### src/rtl/stream_pick_pkg.sv
package stream_pick_pkg;

    typedef enum logic {
        UPD_GATED  = 1'b0,
        UPD_INTERP = 1'b1
    } upd_mode_e;

endpackage

### src/rtl/stream_tap.sv
module stream_tap #(
    parameter int SAMPLE_W = 16,
    parameter int DLY_W    = 3
) (
    input  logic                clk,
    input  logic                rst_n,
    input  logic [SAMPLE_W-1:0] din,
    input  logic                frame_stb,
    input  logic [DLY_W-1:0]    cfg_delay,
    output logic [SAMPLE_W-1:0] hold_data,
    output logic                hold_vld
);

    typedef struct packed {
        logic [DLY_W-1:0]    dly;
        logic [DLY_W-1:0]    cnt;
        logic                armed;
        logic [SAMPLE_W-1:0] data;
        logic                vld;
    } tap_state_t;

    tap_state_t st_d, st_q;

    always_comb begin
        st_d = st_q;
        if (frame_stb) begin
            st_d.dly   = cfg_delay;
            st_d.cnt   = DLY_W'(1);
            st_d.armed = (cfg_delay != '0);
            st_d.vld   = (cfg_delay == '0);
            if (cfg_delay == '0) begin
                st_d.data = din;
            end
        end else if (st_q.armed) begin
            st_d.cnt = st_q.cnt + DLY_W'(1);
            if (st_q.cnt == st_q.dly) begin
                st_d.data  = din;
                st_d.vld   = 1'b1;
                st_d.armed = 1'b0;
            end
        end
    end

    always_ff @(posedge clk or negedge rst_n) begin
        if (!rst_n) begin
            st_q <= '0;
        end else begin
            st_q <= st_d;
        end
    end

    assign hold_data = st_q.data;
    assign hold_vld  = st_q.vld;

    // a strobe with a non-zero delay throws away what was captured
    a_r8_stb_drops_capture: assert property (@(posedge clk) disable iff (!rst_n)
        (frame_stb && cfg_delay != '0) |=> !hold_vld);

    // a captured value stays put until a strobe comes
    a_r4_hold_until_stb: assert property (@(posedge clk) disable iff (!rst_n)
        (hold_vld && !frame_stb) |=> (hold_vld && $stable(hold_data)));

    // delay 0 takes the strobe-clock input
    a_r2_zero_delay_capture: assert property (@(posedge clk) disable iff (!rst_n)
        (frame_stb && cfg_delay == '0) |=> (hold_vld && hold_data == $past(din)));

endmodule

### src/rtl/frame_aligner.sv
module frame_aligner
    import stream_pick_pkg::*;
#(
    parameter int SAMPLE_W = 16
) (
    input  logic                clk,
    input  logic                rst_n,
    input  logic                frame_stb,
    input  logic                cfg_interp,
    input  logic [SAMPLE_W-1:0] hold_data,
    input  logic                hold_vld,
    output logic [SAMPLE_W-1:0] out_sample,
    output logic                out_valid,
    output logic                osc_upd,
    output logic                integ_upd
);

    typedef struct packed {
        upd_mode_e           mode;
        logic [SAMPLE_W-1:0] sample;
        logic                valid;
        logic                osc;
        logic                integ;
    } align_state_t;

    align_state_t st_d, st_q;

    always_comb begin
        st_d       = st_q;
        st_d.mode  = frame_stb ? upd_mode_e'(cfg_interp) : st_q.mode;
        st_d.valid = frame_stb && hold_vld;
        st_d.osc   = frame_stb;
        st_d.integ = frame_stb || (st_d.mode == UPD_INTERP);
        if (frame_stb && hold_vld) begin
            st_d.sample = hold_data;
        end else if (st_d.mode == UPD_INTERP) begin
            st_d.sample = '0;
        end
    end

    always_ff @(posedge clk or negedge rst_n) begin
        if (!rst_n) begin
            st_q <= '0;
        end else begin
            st_q <= st_d;
        end
    end

    assign out_sample = st_q.sample;
    assign out_valid  = st_q.valid;
    assign osc_upd    = st_q.osc;
    assign integ_upd  = st_q.integ;

    // oscillator enable follows every strobe by one clock
    a_r5_osc_after_stb: assert property (@(posedge clk) disable iff (!rst_n)
        frame_stb |=> osc_upd);

    a_r5_osc_needs_stb: assert property (@(posedge clk) disable iff (!rst_n)
        !frame_stb |=> !osc_upd);

    // fresh data only right after a strobe
    a_r4_valid_after_stb: assert property (@(posedge clk) disable iff (!rst_n)
        !frame_stb |=> !out_valid);

    // gated mode keeps the sample between strobes
    a_r6_gated_holds: assert property (@(posedge clk) disable iff (!rst_n)
        (st_q.mode == UPD_GATED && !frame_stb) |=> ($stable(out_sample) && !integ_upd));

    // interpolated mode stuffs zeros and keeps the integrator running
    a_r7_interp_zero: assert property (@(posedge clk) disable iff (!rst_n)
        (st_q.mode == UPD_INTERP && !frame_stb) |=> (out_sample == '0 && integ_upd));

endmodule

### src/rtl/mux_stream_picker.sv
module mux_stream_picker #(
    parameter int SAMPLE_W = 16,
    parameter int DLY_W    = 3
) (
    input  logic                clk,
    input  logic                rst_n,
    input  logic [SAMPLE_W-1:0] din,
    input  logic                frame_stb,
    input  logic [DLY_W-1:0]    cfg_delay,
    input  logic                cfg_interp,
    output logic [SAMPLE_W-1:0] out_sample,
    output logic                out_valid,
    output logic                osc_upd,
    output logic                integ_upd
);

    logic [SAMPLE_W-1:0] hold_data;
    logic                hold_vld;

    stream_tap #(
        .SAMPLE_W (SAMPLE_W),
        .DLY_W    (DLY_W)
    ) i_tap (
        .clk       (clk),
        .rst_n     (rst_n),
        .din       (din),
        .frame_stb (frame_stb),
        .cfg_delay (cfg_delay),
        .hold_data (hold_data),
        .hold_vld  (hold_vld)
    );

    frame_aligner #(
        .SAMPLE_W (SAMPLE_W)
    ) i_align (
        .clk        (clk),
        .rst_n      (rst_n),
        .frame_stb  (frame_stb),
        .cfg_interp (cfg_interp),
        .hold_data  (hold_data),
        .hold_vld   (hold_vld),
        .out_sample (out_sample),
        .out_valid  (out_valid),
        .osc_upd    (osc_upd),
        .integ_upd  (integ_upd)
    );

    // no fresh sample without a capture behind it
    a_r10_valid_needs_capture: assert property (@(posedge clk) disable iff (!rst_n)
        (frame_stb && !hold_vld) |=> !out_valid);

endmodule

### config.mk
export PLATFORM = sky130hd
export DESIGN_NAME = mux_stream_picker
export DESIGN_NICKNAME = d
export VERILOG_FILES = /design/src/rtl/stream_pick_pkg.sv /design/src/rtl/stream_tap.sv /design/src/rtl/frame_aligner.sv /design/src/rtl/mux_stream_picker.sv
export SDC_FILE = /design/constraint.sdc
export NUM_CORES = 1
export LEC_CHECK = 0
export BUFFER_PORTS_ARGS = -buffer_cell sky130_fd_sc_hd__buf_4
export CAP_MARGIN = 30
export CORE_AREA = 3 3 85 87
export DETAILED_ROUTE_END_ITERATION = 7
export DIE_AREA = 0 0 88 90
export SYNTH_ARGS = -nofsm -noshare
export SYNTH_HDL_FRONTEND = slang
export SYNTH_SLANG_ARGS = --single-unit
### constraint.sdc
create_clock -name clk -period 1.4 [get_ports clk]
set_input_delay 0.28 -clock clk [delete_from_list [all_inputs] [get_ports clk]]
set_output_delay 0.28 -clock clk [all_outputs]
set_load 0.005 [all_outputs]
# Word level (Yosys, flattened, before mapping)
# Index checks and enable logic that the tools add are counted.
[totals]
regBits = 44
output_inout_bits = 19
wordCells = 29
[classes]
eq_ne = 2
reduce_logical = 9
muxes = 7
n_addsub = 1
[ops]
columns = ["op", "count"]
rows = [
  ["$mux 16", 3],
  ["$mux 21", 2],
  ["$mux 18", 1],
  ["$reduce_bool 2->1", 3],
  ["$add 3x1->3 const B", 1],
  ["$eq 3x3->1", 1],
  ["$logic_not 3->1", 1],
  ["$reduce_and 3->1", 1],
  ["$reduce_bool 3->1", 1],
  ["$ne 2x1->1 const B", 1],
  ["$reduce_and 2->1", 1],
  ["$logic_and 1x1->1", 1],
  ["$logic_or 1x1->1", 1],
  ["$mux 1", 1],
]

# Longest topological paths before layout
[depth]
depth_word = 4
depth_mapped = 5

# Cells and area by module
# Synthesis repeated with hierarchy kept, for this count alone.
[unflattened]
hier_cells = 210
hier_area_um2 = 2448.6
[modules_own_cells]
columns = ["module", "cells_per_inst", "instances", "area_per_inst_um2"]
rows = [
  ["stream_tap", 114, 1, 1292.5],
  ["frame_aligner", 96, 1, 1156.1],
]

# Worst setup path after synthesis
# No wires, ideal clock.
[synth_timing]
kind = "register to register"
startpoint = "reg i_tap.st_q[18] in the netlist's numbering"
endpoint = "reg i_tap.st_q (netlist bit i_tap.hold_data[10])"
path_buffers = 1
t_required_ns = 1.275
path_slack_ns = -0.078
stages_incl_launch_ff = 6
arrival_time_ns = 1.353
path_cell_list = "dfrtp_1 -> xor2_1 -> nor2_2 -> a31oi_4 -> buf_12 -> mux2_4"
[synth_between]
elab_chain_len = 3
[synth_lines]
columns = ["item", "line", "text"]
rows = [
  ["from (decl)", "stream_tap.sv:22", "tap_state_t st_d, st_q;"],
  ["from (signal assigned)", "stream_tap.sv:48", "st_q <= st_d;"],
  ["$eq 3x3->1", "stream_tap.sv:36", "if (st_q.cnt == st_q.dly) begin"],
  ["$reduce_bool 2->1 (no line)", "--", ""],
  ["$reduce_and 3->1 (no line)", "--", ""],
]
# No other way between the ends.
# A chain may end at the register's enable or synchronous reset.

# Final worst setup path
[layout_timing]
startpoint = "reg i_tap.st_q[19] in the netlist's numbering"
endpoint = "reg i_tap.st_q (netlist bit i_tap.hold_data[12])"
# The elaborated chain is that of the path after synthesis.

==> summary.txt <==
Outcome
  – Status: finished with violations
  – Failing checks: setup timing

Timing
  – Crit share post-route: 107%
  – Final setup fails: 16
  – Pins Over Slew Limit: 0
  – Final setup TNS: -0.951 ns
  – Final Critical Period: 1.49 ns
  – Final WS setup: -0.0934 ns
  – RSZ-0062 raised after global routing: true
  – FMAX: 670 MHz
  – Clk_skew: 0.00266 ns
  – Final Hold Viols: 0
  – Worst-Margin Slew: 0.546 ns
  – Worst slew margin: 63.6%

Setup path
  – Critical Path Slowest Stage Cell: dfrtp_1
  – CP Cell Sequence: xor2_1, nor2_2, a31oi_4, buf_12, mux2_2
  – Crit-path max FO: 9
  – Required @ worst endpoint: 1.58 ns
  – Crit Reg-Reg Startpoint: i_tap.st_q[19]$_DFFE_PN0P_
  – Worst stage delay on the critical path: 0.40 ns
  – Critical path type: reg2reg
  – Worst reg2reg endpoint: i_tap.hold_data[12]$_DFFE_PN0P_
  – CP Capture Type: flop
  – Nature of the critical path startpoint: flop
  – Internal reg-to-reg setup slack: -0.09 ns
  – Crit path arrival time: 1.67 ns
  – Buf/Inv on CP: 1
  – CP Depth: 5
  – Largest delay share family, worst path: flip-flops
  – Reg2Reg Depth: 5

Yosys
  – Register area share after synthesis: 57.0%
  – Cell count after synthesis: 159
  – Yosys top cell by area: dfrtp_1
  – Mapped cell area: 0.00193 mm²
  – Netlist cell types: 28
  – Post-Syn Nets: 183
  – YS warnings: 0
  – Top cells by area, synth: dfrtp_1, mux2_4, nand2_1, buf_4, mux2_2
  – Syn_area_per_cell: 12.2 µm²
  – Register bit total from synthesis: 44
  – Top cell type's share of synthesized area: 57.0%

Route
  – Drt first pass iters: 4
  – Drt wl/cell: 12.7 µm
  – Drt drc: 0
  – Final Routed Wirelength: 3480 µm
  – Via density: 4.29
  – DR iter-0 viols: 37
  – Vias: 1,170
  – Detail Route Antenna Nets: 0

Cells and area
  – Most frequent cells in the layout: buf_4, dfrtp_1, nand2_1
  – Most common cell after layout, fill and taps aside: buf_4
  – Final core occ: 38.1%
  – N_diodes: 0
  – Synth-to-layout area growth: 26.6%
  – Final nets: 219
  – Post-route cell area: 0.00245 mm²
  – Layout cells sized above 1: 43.9%
  – Non-Filler Instances: 273

Clocking
  – Root Buffer: clkbuf_8
  – Htree depth: 2
  – Worst-path clk slew: 0.08 ns
  – TritonCTS clock tree: done
  – TritonCTS buffer count: 5
  – Longest Clk Path Bufs: 2
  – Clk sinks: 44
  – Clk_lat worst skew: 0.29 ns

GRT
  – Largest net degree at the start of global routing: 45
  – Vias in the first global route: 1,261
  – First-pass GRT wire length: 6000 µm
  – Antenna violations before repair: 0
  – Grt ovf: 0
  – GRT Total Usage: 9.68%

Place
  – Port Buf Inserts: 41
  – Placed Cells: 261
  – RePlAce Congestion: 0.695
  – HPWL after DPL: 2490 µm
  – Dpl cell area: 0.00224 mm²

Power
  – VDD IR max: 484 µV
  – Sw Share: 24.0%
  – Pwr Total: 3.73 mW
  – Net switching power: 0.897 mW
  – Power density over the cells: 1520 mW/mm²
  – Clk pwr share: 27.7%
  – P_int: 2.83 mW
  – Comb power frac: 24.1%
  – Seq pwr share: 48.2%
  – Pleak: 1.19 nW

Run
  – Max-capacitance violation count: 0

Hold path
  – Worst hold path startpoint: din[14]
  – WHS Path Cells: 2
  – Hold path endpoint: i_tap.hold_data[14]$_DFFE_PN0P_
  – Min-Delay Path Class: in2reg

Die
  – Core Region: 0.00642 mm²
  – Die span in y: 90 µm
  – Die W: 88 µm
  – Die area: 0.00792 mm²
  – Num ports: 42
  – Row cnt: 29
  – Initial core utilization: 30.1%
-- synthesized netlist by cell type --
| cell | count |
|---|---|
| a221o_1 | 1 |
| a31oi_4 | 1 |
| and2_1 | 1 |
| and2_2 | 1 |
| and2_4 | 1 |
| buf_12 | 1 |
| buf_2 | 1 |
| buf_4 | 16 |
| clkbuf_1 | 4 |
| clkbuf_8 | 1 |
| dfrtp_1 | 44 |
| ha_1 | 1 |
| inv_1 | 2 |
| mux2_2 | 9 |
| mux2_4 | 10 |
| mux2i_1 | 1 |
| mux2i_4 | 1 |
| nand2_1 | 35 |
| nor2_1 | 2 |
| nor2_2 | 1 |
| nor2b_4 | 1 |
| nor3_1 | 1 |
| o21ai_0 | 15 |
| o21ai_1 | 1 |
| o22ai_1 | 1 |
| or2_2 | 1 |
| xnor2_1 | 2 |
| xor2_1 | 3 |
-- layer usage --
metal	up-vias	part of all wire, %	GRT usage (%)
met5	-	0	0
met4	0	1.6	3.84
met3	6	4.1	2.83
met2	23	51	15.8
met1	571	43	11.8
li1	570	-	-
-- flip-flops by register name, summed over array words and instances (netlist names) --
name,cells
i_align.integ_upd,1
i_tap.st_q,7
i_align.osc_upd,1
i_align.st_q,1
i_tap.hold_data,16
i_align.out_valid,1
i_tap.hold_vld,1
i_align.out_sample,16
-- layout make-up --
| type | count | area [µm²] |
|---|---|---|
| fill | 636 | 3980 |
| sequential | 44 | 1100 |
| multi-input combinational | 90 | 673 |
| timing repair buffer | 52 | 443 |
| clock buffer | 7 | 96.3 |
| tap | 77 | 96.3 |
| clock inverter | 1 | 30.0 |
| inverter | 2 | 7.51 |
-- metrics by stage --
stage	setup WS, ns	hold WS [ns]
after floorplan	-0.0778	-0.0156
after global placement	-0.348	0.310
after detailed placement	-0.376	0.309
after CTS	-0.131	0.210
after global routing	-0.138	0.203
final	-0.0934	0.216
-- power by group through the flow --
stage	sequential [mW]	combinational, mW	clock, mW
3_3_place_gp	1.81	0.824	0
4_1_cts	1.80	0.897	1.07
2_1_floorplan	1.77	0.636	0
3_5_place_dp	1.82	0.842	0
5_1_grt	1.85	0.997	1.12
6_report	1.80	0.901	1.03
-- worst max-delay path by stage --
| stage | start | to | slack, ns |
|---|---|---|---|
| 2_1_floorplan | i_tap.st_q[18]$_DFFE_PN0P_ | i_tap.hold_data[10]$_DFFE_PN0P_ | -0.08 |
| 3_3_place_gp | i_tap.st_q[22]$_DFFE_PN0P_ | i_tap.hold_data[1]$_DFFE_PN0P_ | -0.35 |
| 3_5_place_dp | i_tap.st_q[22]$_DFFE_PN0P_ | i_tap.hold_data[1]$_DFFE_PN0P_ | -0.38 |
| 4_1_cts | i_tap.st_q[19]$_DFFE_PN0P_ | i_tap.hold_data[14]$_DFFE_PN0P_ | -0.13 |
| 5_1_grt | i_tap.st_q[19]$_DFFE_PN0P_ | i_tap.hold_data[12]$_DFFE_PN0P_ | -0.14 |
| 6_report | i_tap.st_q[19]$_DFFE_PN0P_ | i_tap.hold_data[12]$_DFFE_PN0P_ | -0.09 |
-- worst register-to-register path, cell delays in order, from the launching register on --
cell and delay, ns:
dfrtp_1 0.40, xor2_1 0.19, nor2_2 0.08, a31oi_4 0.21, buf_12 0.18, mux2_2 0.33
-- repair_timing --
| action | CTS | global route |
|---|---|---|
| pin swaps | 2 | 1 |
| setup buffers | 2 | 1 |
| endpoints found under the setup margin | 16 | 16 |
| hold buffers | 1 | 0 |
| hold endpoints to repair | 44 | 0 |
| gates resized for setup | 3 | 2 |
-- cells by family (layout without fill, tap and decap cells) --
logic type / count (synthesis) / after routing / share of synthesized area (%)
flip-flops: 44 / 44 / 57.0
AO/OA/AOI/OAI: 19 / 19 / 6.08
multiplexers: 21 / 21 / 14.7
XOR/XNOR: 5 / 5 / 2.27
adder cells (fa/ha/maj): 1 / 1 / 0.647
buffers and inverters: 25 / 62 / 9.38
AND/OR/NAND/NOR: 44 / 44 / 9.97
No activity file was read; power rests on OpenSTA's default activity.
